--- src/rtl/bilerp_pkg.sv ---
package bilerp_pkg;
  localparam int DEF_PIX_W  = 8;
  localparam int DEF_FRAC_W = 8;
  localparam int PIPE_DEPTH = 4;
endpackage

--- src/rtl/bil_lerp.sv ---
module bil_lerp #(
  parameter int PIX_W    = bilerp_pkg::DEF_PIX_W,
  parameter int FRAC_W   = bilerp_pkg::DEF_FRAC_W,
  parameter bit CLAMP_EN = 1'b1
) (
  input  logic [PIX_W-1:0]        base,
  input  logic signed [PIX_W:0]   diff,
  input  logic [FRAC_W-1:0]       w,
  output logic [PIX_W-1:0]        res
);
  localparam int PW = PIX_W + FRAC_W + 3;
  localparam logic signed [PW-1:0] HALF = PW'(1) <<< (FRAC_W - 1);

  logic signed [PW-1:0] prod;
  logic signed [PW-1:0] rnd;
  logic signed [PW-1:0] sum;

  always_comb begin
    prod = PW'(diff) * $signed(PW'({1'b0, w}));
    rnd  = prod + HALF;
    sum  = (rnd >>> FRAC_W) + $signed(PW'({1'b0, base}));
  end

  generate
    if (CLAMP_EN) begin : g_sat
      always_comb begin
        if (sum[PW-1])
          res = '0;
        else if (|sum[PW-2:PIX_W])
          res = '1;
        else
          res = sum[PIX_W-1:0];
      end
    end else begin : g_wrap
      always_comb res = sum[PIX_W-1:0];
    end
  endgenerate
endmodule

--- src/rtl/bil_col_hold.sv ---
module bil_col_hold #(
  parameter int PIX_W    = bilerp_pkg::DEF_PIX_W,
  parameter int FRAC_W   = bilerp_pkg::DEF_FRAC_W,
  parameter bit CLAMP_EN = 1'b1
) (
  input  logic                    clk,
  input  logic                    rst_n,
  input  logic                    s1_vld,
  input  logic [PIX_W-1:0]        s1_top,
  input  logic signed [PIX_W:0]   s1_diff,
  input  logic [FRAC_W-1:0]       s1_dy,
  input  logic [FRAC_W-1:0]       s1_dx,
  output logic                    s2_vld,
  output logic [PIX_W-1:0]        s2_a,
  output logic [PIX_W-1:0]        s2_b,
  output logic [FRAC_W-1:0]       s2_dx
);
  logic [PIX_W-1:0] vert;
  logic             have_prev_q, have_prev_d;
  logic [PIX_W-1:0] prev_q, prev_d;
  logic             vld_d;
  logic [PIX_W-1:0] a_d, b_d;
  logic [FRAC_W-1:0] dx_d;

  bil_lerp #(.PIX_W(PIX_W), .FRAC_W(FRAC_W), .CLAMP_EN(CLAMP_EN)) u_vlerp (
    .base (s1_top),
    .diff (s1_diff),
    .w    (s1_dy),
    .res  (vert)
  );

  always_comb begin
    vld_d       = s1_vld & have_prev_q;
    a_d         = prev_q;
    b_d         = vert;
    dx_d        = s1_dx;
    prev_d      = vert;
    have_prev_d = have_prev_q | s1_vld;
  end

  always_ff @(posedge clk or negedge rst_n) begin
    if (!rst_n) begin
      s2_vld      <= 1'b0;
      s2_a        <= '0;
      s2_b        <= '0;
      s2_dx       <= '0;
      prev_q      <= '0;
      have_prev_q <= 1'b0;
    end else begin
      s2_vld      <= vld_d;
      have_prev_q <= have_prev_d;
      if (s1_vld) begin
        s2_a   <= a_d;
        s2_b   <= b_d;
        s2_dx  <= dx_d;
        prev_q <= prev_d;
      end
    end
  end

  logic [PIX_W:0] top_x, bot_x, lo_x, hi_x;
  always_comb begin
    top_x = {1'b0, s1_top};
    bot_x = top_x + s1_diff;
    lo_x  = (top_x < bot_x) ? top_x : bot_x;
    hi_x  = (top_x < bot_x) ? bot_x : top_x;
  end

  assert_vert_between_R2: assert property (@(posedge clk) disable iff (!rst_n)
    s1_vld |-> ({1'b0, vert} >= lo_x && {1'b0, vert} <= hi_x));

  assert_first_col_quiet_R5: assert property (@(posedge clk) disable iff (!rst_n)
    $rose(have_prev_q) |-> !s2_vld);
endmodule

--- src/rtl/bil_out_stage.sv ---
module bil_out_stage #(
  parameter int PIX_W    = bilerp_pkg::DEF_PIX_W,
  parameter int FRAC_W   = bilerp_pkg::DEF_FRAC_W,
  parameter bit CLAMP_EN = 1'b1
) (
  input  logic                    clk,
  input  logic                    rst_n,
  input  logic                    s3_vld,
  input  logic [PIX_W-1:0]        s3_a,
  input  logic signed [PIX_W:0]   s3_h,
  input  logic [FRAC_W-1:0]       s3_dx,
  output logic                    out_valid,
  output logic [PIX_W-1:0]        out_pix
);
  logic [PIX_W-1:0] pix_d;

  bil_lerp #(.PIX_W(PIX_W), .FRAC_W(FRAC_W), .CLAMP_EN(CLAMP_EN)) u_hlerp (
    .base (s3_a),
    .diff (s3_h),
    .w    (s3_dx),
    .res  (pix_d)
  );

  always_ff @(posedge clk or negedge rst_n) begin
    if (!rst_n) begin
      out_valid <= 1'b0;
      out_pix   <= '0;
    end else begin
      out_valid <= s3_vld;
      if (s3_vld)
        out_pix <= pix_d;
    end
  end
endmodule

--- src/rtl/bilerp_top.sv ---
module bilerp_top #(
  parameter int PIX_W    = bilerp_pkg::DEF_PIX_W,
  parameter int FRAC_W   = bilerp_pkg::DEF_FRAC_W,
  parameter bit CLAMP_EN = 1'b1
) (
  input  logic              clk,
  input  logic              rst_n,
  input  logic              in_valid,
  input  logic [PIX_W-1:0]  in_top,
  input  logic [PIX_W-1:0]  in_bot,
  input  logic [FRAC_W-1:0] in_dy,
  input  logic [FRAC_W-1:0] in_dx,
  output logic              out_valid,
  output logic [PIX_W-1:0]  out_pix
);
  localparam int DIFF_W = PIX_W + 1;

  // stage 1: column difference
  logic                     s1_vld;
  logic [PIX_W-1:0]         s1_top;
  logic signed [DIFF_W-1:0] s1_diff, s1_diff_d;
  logic [FRAC_W-1:0]        s1_dy, s1_dx;

  always_comb s1_diff_d = $signed({1'b0, in_bot}) - $signed({1'b0, in_top});

  always_ff @(posedge clk or negedge rst_n) begin
    if (!rst_n) begin
      s1_vld  <= 1'b0;
      s1_top  <= '0;
      s1_diff <= '0;
      s1_dy   <= '0;
      s1_dx   <= '0;
    end else begin
      s1_vld <= in_valid;
      if (in_valid) begin
        s1_top  <= in_top;
        s1_diff <= s1_diff_d;
        s1_dy   <= in_dy;
        s1_dx   <= in_dx;
      end
    end
  end

  // stage 2: vertical blend and column history
  logic              s2_vld;
  logic [PIX_W-1:0]  s2_a, s2_b;
  logic [FRAC_W-1:0] s2_dx;

  bil_col_hold #(.PIX_W(PIX_W), .FRAC_W(FRAC_W), .CLAMP_EN(CLAMP_EN)) u_col (
    .clk     (clk),
    .rst_n   (rst_n),
    .s1_vld  (s1_vld),
    .s1_top  (s1_top),
    .s1_diff (s1_diff),
    .s1_dy   (s1_dy),
    .s1_dx   (s1_dx),
    .s2_vld  (s2_vld),
    .s2_a    (s2_a),
    .s2_b    (s2_b),
    .s2_dx   (s2_dx)
  );

  // stage 3: horizontal difference
  logic                     s3_vld;
  logic [PIX_W-1:0]         s3_a;
  logic signed [DIFF_W-1:0] s3_h, s3_h_d;
  logic [FRAC_W-1:0]        s3_dx;

  always_comb s3_h_d = $signed({1'b0, s2_b}) - $signed({1'b0, s2_a});

  always_ff @(posedge clk or negedge rst_n) begin
    if (!rst_n) begin
      s3_vld <= 1'b0;
      s3_a   <= '0;
      s3_h   <= '0;
      s3_dx  <= '0;
    end else begin
      s3_vld <= s2_vld;
      if (s2_vld) begin
        s3_a  <= s2_a;
        s3_h  <= s3_h_d;
        s3_dx <= s2_dx;
      end
    end
  end

  // stage 4: horizontal blend
  bil_out_stage #(.PIX_W(PIX_W), .FRAC_W(FRAC_W), .CLAMP_EN(CLAMP_EN)) u_out (
    .clk       (clk),
    .rst_n     (rst_n),
    .s3_vld    (s3_vld),
    .s3_a      (s3_a),
    .s3_h      (s3_h),
    .s3_dx     (s3_dx),
    .out_valid (out_valid),
    .out_pix   (out_pix)
  );

  // bounds of the two column values feeding stage 4
  logic [DIFF_W-1:0] s3_ax, s3_bx, s3_lo, s3_hi;
  always_comb begin
    s3_ax = {1'b0, s3_a};
    s3_bx = s3_ax + s3_h;
    s3_lo = (s3_ax < s3_bx) ? s3_ax : s3_bx;
    s3_hi = (s3_ax < s3_bx) ? s3_bx : s3_ax;
  end

  assert_latency_R4: assert property (@(posedge clk) disable iff (!rst_n)
    out_valid |-> $past(in_valid, 4));

  assert_out_between_R6: assert property (@(posedge clk) disable iff (!rst_n)
    out_valid |-> ({1'b0, out_pix} >= $past(s3_lo) && {1'b0, out_pix} <= $past(s3_hi)));

  assert_dx_zero_left_R1: assert property (@(posedge clk) disable iff (!rst_n)
    (out_valid && $past(s3_dx) == '0) |-> out_pix == $past(s3_a));

  assert_s2_hold_R8: assert property (@(posedge clk) disable iff (!rst_n)
    !s1_vld |=> $stable(s2_b));
endmodule

--- config.mk ---
export PLATFORM = sky130hd
export DESIGN_NAME = bilerp_top
export DESIGN_NICKNAME = d
export VERILOG_FILES = /design/src/rtl/bilerp_pkg.sv /design/src/rtl/bil_lerp.sv /design/src/rtl/bil_col_hold.sv /design/src/rtl/bil_out_stage.sv /design/src/rtl/bilerp_top.sv
export SDC_FILE = /design/constraint.sdc
export NUM_CORES = 1
export LEC_CHECK = 0
export BUFFER_PORTS_ARGS = -buffer_cell sky130_fd_sc_hd__buf_2
export CORE_ASPECT_RATIO = 1.4
export CORE_UTILIZATION = 35
export CTS_CLUSTER_SIZE = 40
export DETAILED_ROUTE_END_ITERATION = 10
export GPL_TIMING_DRIVEN = 0
export HOLD_SLACK_MARGIN = 0.06
export SLEW_MARGIN = 20
export SYNTH_ARGS = -nofsm -noshare
export SYNTH_HDL_FRONTEND = slang
export SYNTH_SLANG_ARGS = --single-unit
--- constraint.sdc ---
create_clock -name clk -period 18.3 [get_ports clk]
set_input_delay 3.66 -clock clk [delete_from_list [all_inputs] [get_ports clk]]
set_output_delay 3.66 -clock clk [all_outputs]
set_load 0.02 [all_outputs]
==> results.py <==
metrics = {
    "critical_path": {
        "worstSetupPathType": "register to register",
        "worst_ep_arrival_time_ns": 7.45,
        "crit_required_ns": 18.53,
        "startpoint": "s1_dy[3]",
        "rr_startpoint": "s1_dy[3]",
        "path_max_fanout": 10,
        "r2r_setup_slack_ns": 11.08,
        "setup.worst_path.end_class": "register",
        "start_kind": "register",
    },
    "final_layout": {
        "syn_to_final_growth_pct": 9.869,
        "drive_gt1_frac": 0.1252,
        "insertedDiodeCount": 0,
        "fillers": 2940,
        "nets": 1356,
    },
    "placed_design": {
        "place.gp.congestion": 0.8167,
        "portBuffers": 43,
        "dpl.hpwl_um": 18460,
    },
    "timing": {
        "fmax_mhz": 138.4,
        "slew_headroom": 0.5146,
        "finalSetupViolCount": 0,
        "hold_viol": 0,
        "worstMarginPinSlew_ns": 0.7281,
        "tns_ns": 0,
        "drv_slew": 0,
        "skew_ns": 0.01155,
        "rsz0062_at_grt": "false",
        "period_share": 0.3947,
        "fin_crit_ns": 7.224,
    },
    "route": {
        "drtIter0Drc": 228,
        "viasPerCell": 4.861,
        "first_pass_iters": 4,
        "via_count": 7087,
        "drc": 0,
        "antenna_left": 0,
        "wire_per_inst_um": 14.79,
        "wirelength_um": 21570,
    },
    "synthesis": {
        "synth_top_area_share": 0.2465,
        "yosys_warnings": 0,
        "ys_top_cells_by_area": "fa_1, dfrtp_1, ha_1",
        "synth_cells": 1018,
        "yosysSeqAreaShare": 0.2287,
        "synth_area_per_cell_um2": 10.21,
        "ys_ff_latch": 95,
        "synth-edff-count": 0,
        "syn_area_um2": 10400,
        "synth_cell_types": 61,
        "synth_nets": 1301,
        "postSynth.asyncResetShare": 1.000,
        "synth_ff_type": "dfrtp_1",
        "yosysTopAreaCell": "fa_1",
        "synth_common_cells": "inv_1, fa_1, ha_1",
        "synth.most_common_cell": "inv_1",
    },
    "clock_network": {
        "cts.path.max_buffers": 2,
        "cts_resized": 0,
        "cts_max_level": 3,
        "tritoncts": "yes",
        "path_clk_slew_ns": 0.07,
        "clockRootBuffer": "clkbuf_16",
        "cts_buffers": 9,
        "numClockSinks": 95,
        "clk_latency_ns": 0.37,
        "postCtsHoldBufs": 0,
        "post-cts-setup-buffers": 0,
    },
    "min_path": {
        "min_from": "s3_vld",
        "hold_path.class": "register to register",
    },
    "global_route": {
        "grt_overflow": 0,
        "grt_pass1_wl_um": 37850,
        "track_usage": 0.1577,
        "grt_start_max_net_pins": 78,
        "grt_pass1_vias": 7840,
        "antenna_found_initial": 0,
    },
    "run": {
        "maxCapViolations": 0,
    },
    "outcome": {
        "status": "finished clean",
    },
    "floorplan": {
        "die_x_um": 147.7,
        "fp.coreArea_um2": 29170,
        "ioPinCount": 44,
        "dieArea_um2": 30410,
        "num_rows": 74,
        "start_util": 0.3565,
        "fp.dieH_um": 205.9,
    },
}
==> worst max-delay path, cell delays in order, from the launching register on <==
cell and delay [ns]:
dfrtp_1 0.32, clkbuf_1 0.37, nand2_1 0.15, fa_1 0.56, inv_1 0.05, fa_1 0.50, inv_1 0.05, fa_1 0.47
inv_1 0.05, fa_1 0.50, fa_1 0.49, ha_1 0.30, and4_1 0.19, nand4_1 0.23, a21oi_1 0.35, o21a_1 0.18
nor2_1 0.05, ha_1 0.34, a21o_1 0.14, a21oi_1 0.08, o21ai_0 0.35, nand3_1 0.15, or4_1 0.48, mux2_2 0.28
o221ai_2 0.35, o21ai_1 0.12
==> area by class of cell <==
class	count	area, µm²	area share
Tap cell	380	475.5	0.04163
Sequential cell	95	2377	0.2081
Timing Repair Buffer	44	249.0	0.02180
Clock buffer	10	239.0	0.02092
Clock inverter	6	62.56	0.005477
Inverter	163	611.8	0.05357
Multi-Input combinational cell	731	7291	0.6383
Buffer	29	116.4	0.01019
==> logic make-up after synthesis <==
kind of cell	synth area share
simple gates	0.1213
xor+xnor	0.03081
mux	0.06740
compound gates	0.09087
buf+inv	0.07004
fa+ha+maj	0.3909
flops	0.2287
==> path summary, 6_finish.rpt <==
kind                                    endpoint  cells past startpoint
max in group asynchronous       u_out.out_pix[4]                      2
worst max register to register     u_col.s2_b[5]                     25
min in group asynchronous               s1_dy[4]                      1
worst max-delay path               u_col.s2_b[5]                     25
worst min register to register   u_out.out_valid                      0
worst min-delay path             u_out.out_valid                      0
==> flip-flops by register name (all words and copies together) (netlist names) <==
register / count
s1_diff: 9
s3_h: 9
s1_dx: 8
s1_dy: 8
s1_top: 8
s3_a: 8
s3_dx: 8
u_col.s2_a: 8
u_col.s2_b: 8
u_col.s2_dx: 8
u_out.out_pix: 8
s1_vld: 1
s3_vld: 1
u_col.have_prev_q: 1
u_col.s2_vld: 1
u_out.out_valid: 1
==> placed cells by master, fill, tap and decap left out, types with 6 or more instances in the layout <==
master / synthesis / routed
buf_2: 3 / 45
nor2_1: 31 / 31
clkbuf_16: 0 / 9
a21o_1: 14 / 14
dfrtp_1: 95 / 95
a221o_1: 8 / 8
mux2_2: 56 / 56
mux2i_1: 7 / 7
o21ai_0: 24 / 24
nor3_1: 14 / 14
nor2b_1: 7 / 7
and2_1: 74 / 74
clkbuf_1: 23 / 23
o21ai_1: 10 / 10
a21boi_0: 7 / 7
inv_1: 161 / 161
o21a_1: 12 / 12
ha_1: 120 / 120
fa_1: 128 / 128
xnor2_1: 29 / 29
nand2_1: 94 / 94
nand4_1: 6 / 6
a21oi_1: 25 / 25
o31ai_1: 6 / 6
==> stage by stage <==
stage / hold slack (ns) / worst slack (ns) / utilization / std cells / cell area [µm²]
final: 0.3880 / 11.08 / 0.3916 / 1458 / 11420
after global routing: 0.4100 / 10.40 / 0.3916 / 1458 / 11420
after CTS: 0.3881 / 11.01 / 0.3916 / 1458 / 11420
after detailed placement: 0.3706 / 11.03 / 0.3813 / 1442 / 11120
after global placement: 0.3746 / 11.12 / 0.3801 / 1441 / 11090
after floorplan: 0.3519 / 11.88 / - / 1018 / 10400
==> metal layers <==
layer / global-route usage / vias to the layer above / wire length, µm
li1: - / 3432 / -
met1: 0.1581 / 3564 / 8059
met2: 0.3287 / 67 / 12730
met3: 0.01898 / 24 / 316
met4: 0.04934 / 0 / 469
met5: 0 / - / 0
Power is left out: the tool's default activity adds up to more than one toggle a clock period on the data nets, which glitch-free logic cannot reach.
